[config.mk]
export PLATFORM = sky130hd
export DESIGN_NAME = lifecycle_ctrl
export DESIGN_NICKNAME = d
export VERILOG_FILES = /design/src/rtl/lc_pkg.sv /design/src/rtl/lc_ctrl.sv /design/src/rtl/lc_datapath.sv /design/src/rtl/lifecycle_ctrl.sv
export SDC_FILE = /design/constraint.sdc
export NUM_CORES = 1
export LEC_CHECK = 0
export ABC_AREA = 1
export BUFFER_PORTS_ARGS = -buffer_cell sky130_fd_sc_hd__buf_2
export CORE_MARGIN = 1
export CORE_UTILIZATION = 42
export CTS_CLUSTER_SIZE = 8
export DETAILED_ROUTE_END_ITERATION = 6
export GPL_TIMING_DRIVEN = 0
export PLACE_DENSITY = 0.7
export SETUP_SLACK_MARGIN = 0.2
export SLEW_MARGIN = 20
export SYNTH_ARGS = -nofsm -noshare
export SYNTH_HDL_FRONTEND = slang
export SYNTH_HIERARCHICAL = 1
export SYNTH_SLANG_ARGS = --single-unit
[constraint.sdc]
create_clock -name clk -period 1.9 [get_ports clk]
set_clock_uncertainty 0.2 [all_clocks]
set_input_delay 0.095 -clock clk [delete_from_list [all_inputs] [get_ports clk]]
set_output_delay 0.095 -clock clk [all_outputs]
set_load 0.01 [all_outputs]
[src/rtl/lc_pkg.sv]
package lc_pkg;

  localparam int STATE_W = 3;

  typedef enum logic [STATE_W-1:0] {
    LC_OPEN   = 3'd0,
    LC_PROV   = 3'd1,
    LC_ROTP   = 3'd2,
    LC_TZCL   = 3'd3,
    LC_CLOSED = 3'd4,
    LC_LOCKED = 3'd5
  } lcState_e;

  // Decisions handed from control to datapath for one clock edge.
  typedef struct packed {
    logic     stateLoad;
    lcState_e nextState;
    logic     transAck;
    logic     transNack;
    logic     transNoop;
    logic     dbgAck;
    logic     dbgNack;
    logic     sessOpen;
    logic     sessClose;
  } lcStrobe_t;

  // Unused codes fail safe into the terminal state.
  function automatic lcState_e sanitize(input logic [STATE_W-1:0] code);
    if (code > STATE_W'(LC_LOCKED)) return LC_LOCKED;
    return lcState_e'(code);
  endfunction

endpackage

[src/rtl/lc_ctrl.sv]
module lc_ctrl
  import lc_pkg::*;
(
  input  lcState_e           curState,
  input  logic               sessActive,
  input  logic               enNs,
  input  logic               enSec,
  input  logic               transReq,
  input  logic [STATE_W-1:0] transTarget,
  input  logic               certValid,
  input  logic               provDone,
  input  logic               dbgReq,
  input  logic               dbgSecure,
  input  logic               sessionEnd,
  output lcStrobe_t          strobe
);

  logic tgtValid;
  logic isSame;
  logic goForward;
  logic transAllow;
  logic domainOpen;
  logic certDebug;

  // Transition policy
  always_comb begin
    tgtValid   = transTarget <= STATE_W'(LC_LOCKED);
    isSame     = transTarget == STATE_W'(curState);
    goForward  = transTarget > STATE_W'(curState);
    transAllow = 1'b0;
    if (curState != LC_LOCKED && tgtValid && !isSame) begin
      if (goForward) begin
        // Root of trust must be installed before leaving provisioning upward
        transAllow = (curState == LC_PROV) ? provDone : 1'b1;
      end else begin
        // Regression from Closed needs a certificate
        transAllow = (curState == LC_CLOSED) ? certValid : 1'b1;
      end
    end
  end

  // Debug policy
  always_comb begin
    domainOpen = dbgSecure ? enSec : enNs;
    certDebug  = (curState == LC_CLOSED) && certValid;
  end

  always_comb begin
    strobe           = '0;
    strobe.nextState = curState;
    if (transReq) begin
      strobe.transAck  = transAllow;
      strobe.transNack = !transAllow;
      strobe.transNoop = isSame;
      if (transAllow) begin
        strobe.stateLoad = 1'b1;
        strobe.nextState = lcState_e'(transTarget);
      end
    end
    if (dbgReq) begin
      strobe.dbgAck   = domainOpen || certDebug;
      strobe.dbgNack  = !(domainOpen || certDebug);
      strobe.sessOpen = certDebug && !sessActive;
    end
    strobe.sessClose = sessionEnd || strobe.stateLoad;
  end

endmodule

[src/rtl/lc_datapath.sv]
module lc_datapath
  import lc_pkg::*;
(
  input  logic               clk,
  input  logic               rstN,
  input  logic [STATE_W-1:0] storedState,
  input  lcStrobe_t          strobe,
  input  logic               dbgReqIn,
  output lcState_e           curState,
  output logic               sessActive,
  output logic               enNs,
  output logic               enSec,
  output logic               transAck,
  output logic               transNack,
  output logic               transNoop,
  output logic               dbgAck,
  output logic               dbgNack
);

  lcState_e stateQ;
  logic     sessQ;
  logic     armed;

  always_ff @(posedge clk) begin
    if (!rstN) begin
      stateQ    <= sanitize(storedState);
      sessQ     <= 1'b0;
      armed     <= 1'b0;
      transAck  <= 1'b0;
      transNack <= 1'b0;
      transNoop <= 1'b0;
      dbgAck    <= 1'b0;
      dbgNack   <= 1'b0;
    end else begin
      armed <= 1'b1;
      if (strobe.stateLoad) stateQ <= strobe.nextState;
      if (strobe.sessClose)      sessQ <= 1'b0;
      else if (strobe.sessOpen)  sessQ <= 1'b1;
      transAck  <= strobe.transAck;
      transNack <= strobe.transNack;
      transNoop <= strobe.transNoop;
      dbgAck    <= strobe.dbgAck;
      dbgNack   <= strobe.dbgNack;
    end
  end

  assign curState   = stateQ;
  assign sessActive = sessQ;
  assign enNs  = (stateQ <= LC_TZCL) || sessQ;
  assign enSec = (stateQ == LC_OPEN) || sessQ;

  // only defined codes are held
  assert_valid_code_R1: assert property (@(posedge clk) disable iff (!rstN)
    stateQ <= LC_LOCKED);

  // the state moves only with an accept pulse
  assert_move_needs_ack_R3: assert property (@(posedge clk) disable iff (!rstN)
    (armed && stateQ != $past(stateQ)) |-> transAck);

  // accept and reject never together
  assert_reply_excl_R3: assert property (@(posedge clk) disable iff (!rstN)
    $onehot0({transAck, transNack}));

  // a no-op is always a rejection
  assert_noop_is_nack_R4: assert property (@(posedge clk) disable iff (!rstN)
    transNoop |-> transNack);

  // Locked is terminal
  assert_locked_terminal_R7: assert property (@(posedge clk) disable iff (!rstN)
    (stateQ == LC_LOCKED) |=> (stateQ == LC_LOCKED));

  // debug refused in Locked
  assert_locked_no_debug_R7: assert property (@(posedge clk) disable iff (!rstN)
    (stateQ == LC_LOCKED && dbgReqIn) |=> dbgNack);

  // a debug reply always follows a request
  assert_dbg_reply_R9: assert property (@(posedge clk) disable iff (!rstN)
    (dbgAck || dbgNack) |-> (armed && $past(dbgReqIn)));

  // sessions exist only in Closed
  assert_session_closed_R10: assert property (@(posedge clk) disable iff (!rstN)
    sessQ |-> (stateQ == LC_CLOSED));

endmodule

[src/rtl/lifecycle_ctrl.sv]
module lifecycle_ctrl
  import lc_pkg::*;
(
  input  logic               clk,
  input  logic               rstN,
  input  logic [STATE_W-1:0] storedState,
  input  logic               transReq,
  input  logic [STATE_W-1:0] transTarget,
  input  logic               certValid,
  input  logic               provDone,
  input  logic               dbgReq,
  input  logic               dbgSecure,
  input  logic               sessionEnd,
  output logic [STATE_W-1:0] lcState,
  output logic               transAck,
  output logic               transNack,
  output logic               transNoop,
  output logic               dbgAck,
  output logic               dbgNack,
  output logic               dbgEnNs,
  output logic               dbgEnSec
);

  lcStrobe_t strobe;
  lcState_e  curState;
  logic      sessActive;
  logic      enNs;
  logic      enSec;

  lc_ctrl u_ctrl (
    .curState    (curState),
    .sessActive  (sessActive),
    .enNs        (enNs),
    .enSec       (enSec),
    .transReq    (transReq),
    .transTarget (transTarget),
    .certValid   (certValid),
    .provDone    (provDone),
    .dbgReq      (dbgReq),
    .dbgSecure   (dbgSecure),
    .sessionEnd  (sessionEnd),
    .strobe      (strobe)
  );

  lc_datapath u_dp (
    .clk         (clk),
    .rstN        (rstN),
    .storedState (storedState),
    .strobe      (strobe),
    .dbgReqIn    (dbgReq),
    .curState    (curState),
    .sessActive  (sessActive),
    .enNs        (enNs),
    .enSec       (enSec),
    .transAck    (transAck),
    .transNack   (transNack),
    .transNoop   (transNoop),
    .dbgAck      (dbgAck),
    .dbgNack     (dbgNack)
  );

  assign lcState  = curState;
  assign dbgEnNs  = enNs;
  assign dbgEnSec = enSec;

endmodule

* After elaboration in Yosys (flattened, before gate mapping) *
Cells that the tools add are included.

operators by class
  mux-type cells = 14
  equality and inequality tests = 7
  multiply operators = 0
  add/subtract/negate cells = 0
  div/mod/pow operators = 0
  shift-type cells = 0
  reductions and logical operators = 17
  order comparisons = 4
  bitwise gates (word level) = 1

operators by type and width
  cell                  number
  $mux W3               4
  $mux W1               8
  $mux W7               1
  $ne A2 B1 Y1 const B  3
  $logic_and A1 B1 Y1   4
  $logic_not A1 Y1      4
  $logic_or A1 B1 Y1    4
  $mux W4               1
  $reduce_and A2 Y1     2
  $eq A3 B1 Y1 const B  1
  $eq A3 B3 Y1          1
  $eq A3 B3 Y1 const B  1
  $gt A3 B3 Y1          1
  $gt A3 B3 Y1 const B  1
  $le A3 B2 Y1 const B  1
  $le A3 B3 Y1 const B  1
  $logic_not A3 Y1      1
  $ne A3 B3 Y1 const B  1
  $reduce_and A3 Y1     1
  $reduce_or A2 Y1      1
  $not A1 Y1            1

word-level totals
  input port bits = 14
  word-level logic and storage cells = 50
  flip-flop bits (word level) = 9
  memories = 0
  bits in writable memories = 0
  ROM bits = 0
  latch bits = 0
  output and inout bits = 10

* Logic depth before layout (Yosys ltp) *
  depth in word-level cells = 8
  gate-level depth with buffers = 12
  mapped depth without buffers = 12

* Hierarchy *
The synthesis kept the hierarchy.

by module, submodules not included
  module       instances  cells an instance  seq. area each (um^2)  area an instance (um^2)
  lc_datapath  1          40                 210.2                  349.1
  lc_ctrl      1          53                 0.0                    297.8

* Worst setup path after synthesis *
Ideal clock, no wire load.

  kind = reg-to-reg
  from = reg u_dp.stateQ[2], in the netlist u_dp/curState[2]
  to = reg u_dp.stateQ[0], in the netlist u_dp/curState[0] (enable)
  cell stages (with the launch flop) = 11
  arrival time = 1.708 ns
  buffers on the path = 1
  setup time = 0.258 ns
  path slack = -0.266 ns
  required time = 1.442 ns
  period minus slack after synthesis = 2.166 ns
  cells stage by stage = edfxtp_1 -> inv_2 -> ha_1 -> a21oi_2 -> nand2_2 -> nand2_1 -> nand2_1 -> nand4_2 -> inv_1 -> buf_4 -> or2_1

RTL lines
  item                      RTL line           source
  start: declaration        lc_datapath.sv:20  lcState_e stateQ;
  start signal: assignment  lc_datapath.sv:26  stateQ <= sanitize(storedState);
  start signal: assignment  lc_datapath.sv:36  if (strobe.stateLoad) stateQ <= strobe.nextState;

==> flow_summary.json <==
{
  "timing.rr.start": "u_dp/curState[2]",
  "p_sw_w": 0.0002886,
  "timing.final.ws_setup_ns": -0.1755,
  "clock_latency_ns": 0.26,
  "gp_congestion": 0.8295,
  "ioPinCount": 24,
  "route.vias.total": 738,
  "peakVddDrop_mv": 0.5230,
  "via_per_inst": 4.761,
  "ys_ff_latch": 9,
  "dpl.hpwl_mm": 1.022,
  "final_util_pct": 79.03,
  "place_area_sq_um": 802.0,
  "tightest_slew_ns": 0.2498,
  "crit_path_start_kind": "register",
  "cpMostUsedCell": "nand2_1",
  "start_util_pct": 47.34,
  "max_stage_delay_ns": 0.42,
  "power_frac_clock_pct": 17.6,
  "p_sw_share_pct": 35.75,
  "synth_nets": 110,
  "grt_first_pass_wirelength_mm": 2.566,
  "cts_tree": "done",
  "place_ws_ns": -0.2576,
  "finalCriticalPeriod_ns": 2.076,
  "power_frac_seq_pct": 28.8,
  "status": "finished with violations",
  "ant_nets": 0,
  "die_w_um": 41.25,
  "fin_area_sq_um": 1080,
  "crit_type": "register to register",
  "antenna_found_initial": 0,
  "rsz0062_at_grt": "yes",
  "synth_enable_flop_cells": 3,
  "intPower_w": 0.0005187,
  "power.total_w": 0.0008072,
  "pwr_density_cell_nw_per_um2": 747.6,
  "critPathArrivalTime_ns": 1.89,
  "grt_max_degree": 10,
  "drt_wl_total_mm": 1.827,
  "maxSlewHeadroom_pct": 83.35,
  "cts_htree_levels": 1,
  "synth-async-reset-ratio_pct": 0,
  "coreArea_sq_um": 1366,
  "setup_viol": 8,
  "rows": 13,
  "clkTransAtPathRegs_ns": 0.06,
  "synth-main-ff-cell": "dfxtp_1",
  "grt-ovfl-total": 0,
  "ys.warnings.count": 6,
  "finalCritPeriodShare_pct": 109.2,
  "drtPass1Iterations": 4,
  "critPathLaunch": "u_dp/curState[2]",
  "synth_seq_area_share_pct": 32.50,
  "pwr-share-comb_pct": 53.5,
  "grt_pass1_vias": 608,
  "synth.distinct_cells": 23,
  "syn_inst": 93,
  "clk_path_buf_depth": 2,
  "die_h_um": 41.25,
  "fillers": 97,
  "die_area_sq_um": 1701,
  "crit_fanout": 5,
  "slew_violations": 0,
  "layout_common_cells": "nand2_1 (25), buf_2 (22), inv_1 (16)",
  "slowest_stage": "edfxtp_1",
  "min_from": "dbgSecure",
  "portBuffers": 22,
  "path_cells": "inv_2, ha_4, nand3_4, nand2_2, nor2_4, nand4_4, buf_4, nand2_1, nand2_1, nand2_1, nand2_1",
  "cts_made_buffers": 3,
  "critical_path.top_delay_family": "simple AND/OR/NAND/NOR gates",
  "cts_num_sinks": 9,
  "netlist_area_sq_um": 646.9,
  "hold_viol": 0,
  "synth_area_per_cell_sq_um": 6.956,
  "areaGrowthSynthToFinish_pct": 66.93,
  "final_common_cell": "nand2_1",
  "wire_per_inst_um": 11.79,
  "drt-initial-drc-count": 13,
  "nets": 158,
  "hold_path_class": "input port to register",
  "critPathCaptureType": "register",
  "drc_errors": 0,
  "drive_above_1_share_pct": 46.43,
  "n_antenna_cell": 0,
  "grtUsageTotal_pct": 24.44,
  "max_freq_mhz": 481.8,
  "leakagePower_nw": 0.5993,
  "worstPathRequired_ns": 1.72,
  "hold_ws_ns": 0.03136,
  "cts_root_buf": "clkbuf_4",
  "failed_checks": "setup timing",
  "crit_buf_inv": 2,
  "drv_cap": 0
}
## cell usage after synthesis, types with 2 or more instances
cell type	instances	area, sq um
a21oi_1	2	10.01
edfxtp_1	3	90.09
nand4_1	2	12.51
nand2_1	27	101.4
inv_1	17	63.81
nand3_1	6	30.03
nand3_2	2	20.02
nor2_1	6	22.52
inv_2	3	11.26
dfxtp_1	6	120.1
nor2_2	2	12.51
ha_1	3	37.54
nand2_2	4	25.02
## metal layers
metal | vias up | GRT usage (%) | routed length (um)
li1 | 379 | - | -
met1 | 343 | 24.35 | 765
met2 | 16 | 44.92 | 983
met3 | 0 | 10.87 | 78
met4 | 0 | 7.258 | 0
met5 | - | 0 | 0
## worst paths after layout
check / cells past startpoint / slack (ns) / to
hold / removal: 6 / 0.03 / u_dp/dbgNack
setup reg to reg: 11 / -0.18 / u_dp/curState[1]
hold reg to reg: 2 / 0.34 / u_dp/sessActive
setup / recovery: 11 / -0.18 / u_dp/curState[1]
## repair_timing
action	CTS	global route
hold buffers	6	0
endpoints found under the hold margin	9	0
resized for setup	11	5
pin swaps	8	5
endpoints found under the setup margin	9	9
buffers inserted	13	2
## metrics by stage
stage | setup TNS, ns | instances
finish | -1.073 | 155
global route | -1.602 | 155
global placement | -1.045 | 130
CTS | -0.5941 | 153
detailed placement | -1.155 | 130
floorplan | -0.6031 | 93
## worst reg2reg max path: stages (launching register included)
cell and delay, ns:
edfxtp_1 0.42, inv_2 0.11, ha_4 0.23, nand3_4 0.13, nand2_2 0.08, nor2_4 0.13
nand4_4 0.15, buf_4 0.17, nand2_1 0.05, nand2_1 0.05, nand2_1 0.05, nand2_1 0.05
## layout make-up
cell class / count / area [sq um] / share of cell area (%)
repair buffers: 43 / 297.8 / 27.58
plain buffers: 2 / 22.52 / 2.086
well taps: 15 / 18.77 / 1.738
flip-flops and latches: 9 / 210.2 / 19.47
inverters: 20 / 75.07 / 6.952
multi-input cells: 62 / 429.2 / 39.74
clock buffers: 4 / 26.28 / 2.433
## kinds of logic after synthesis
logic type                 synth area share, %
DFF                                      32.50
AOI/OAI and AO/OA                        2.902
buffers and inverters                    14.51
adders and majority gates                5.803
and+or+nand+nor                          42.75
muxes                                    1.547
## state kept, by name, indices dropped and copies added, names as in the netlist
register,count
u_dp/curState,3
u_dp/dbgAck,1
u_dp/dbgNack,1
u_dp/sessActive,1
u_dp/transAck,1
u_dp/transNack,1
u_dp/transNoop,1
## power groups by stage
stage               Combinational, W  Clock (W)  Sequential, W
global route                0.000464   0.000154       0.000235
floorplan                   0.000175          0       0.000253
detailed placement          0.000253          0       0.000245
CTS                         0.000380   0.000146       0.000232
global placement            0.000249          0       0.000245
finish                      0.000432   0.000142       0.000233
No activity file was read; power rests on OpenSTA's default activity.
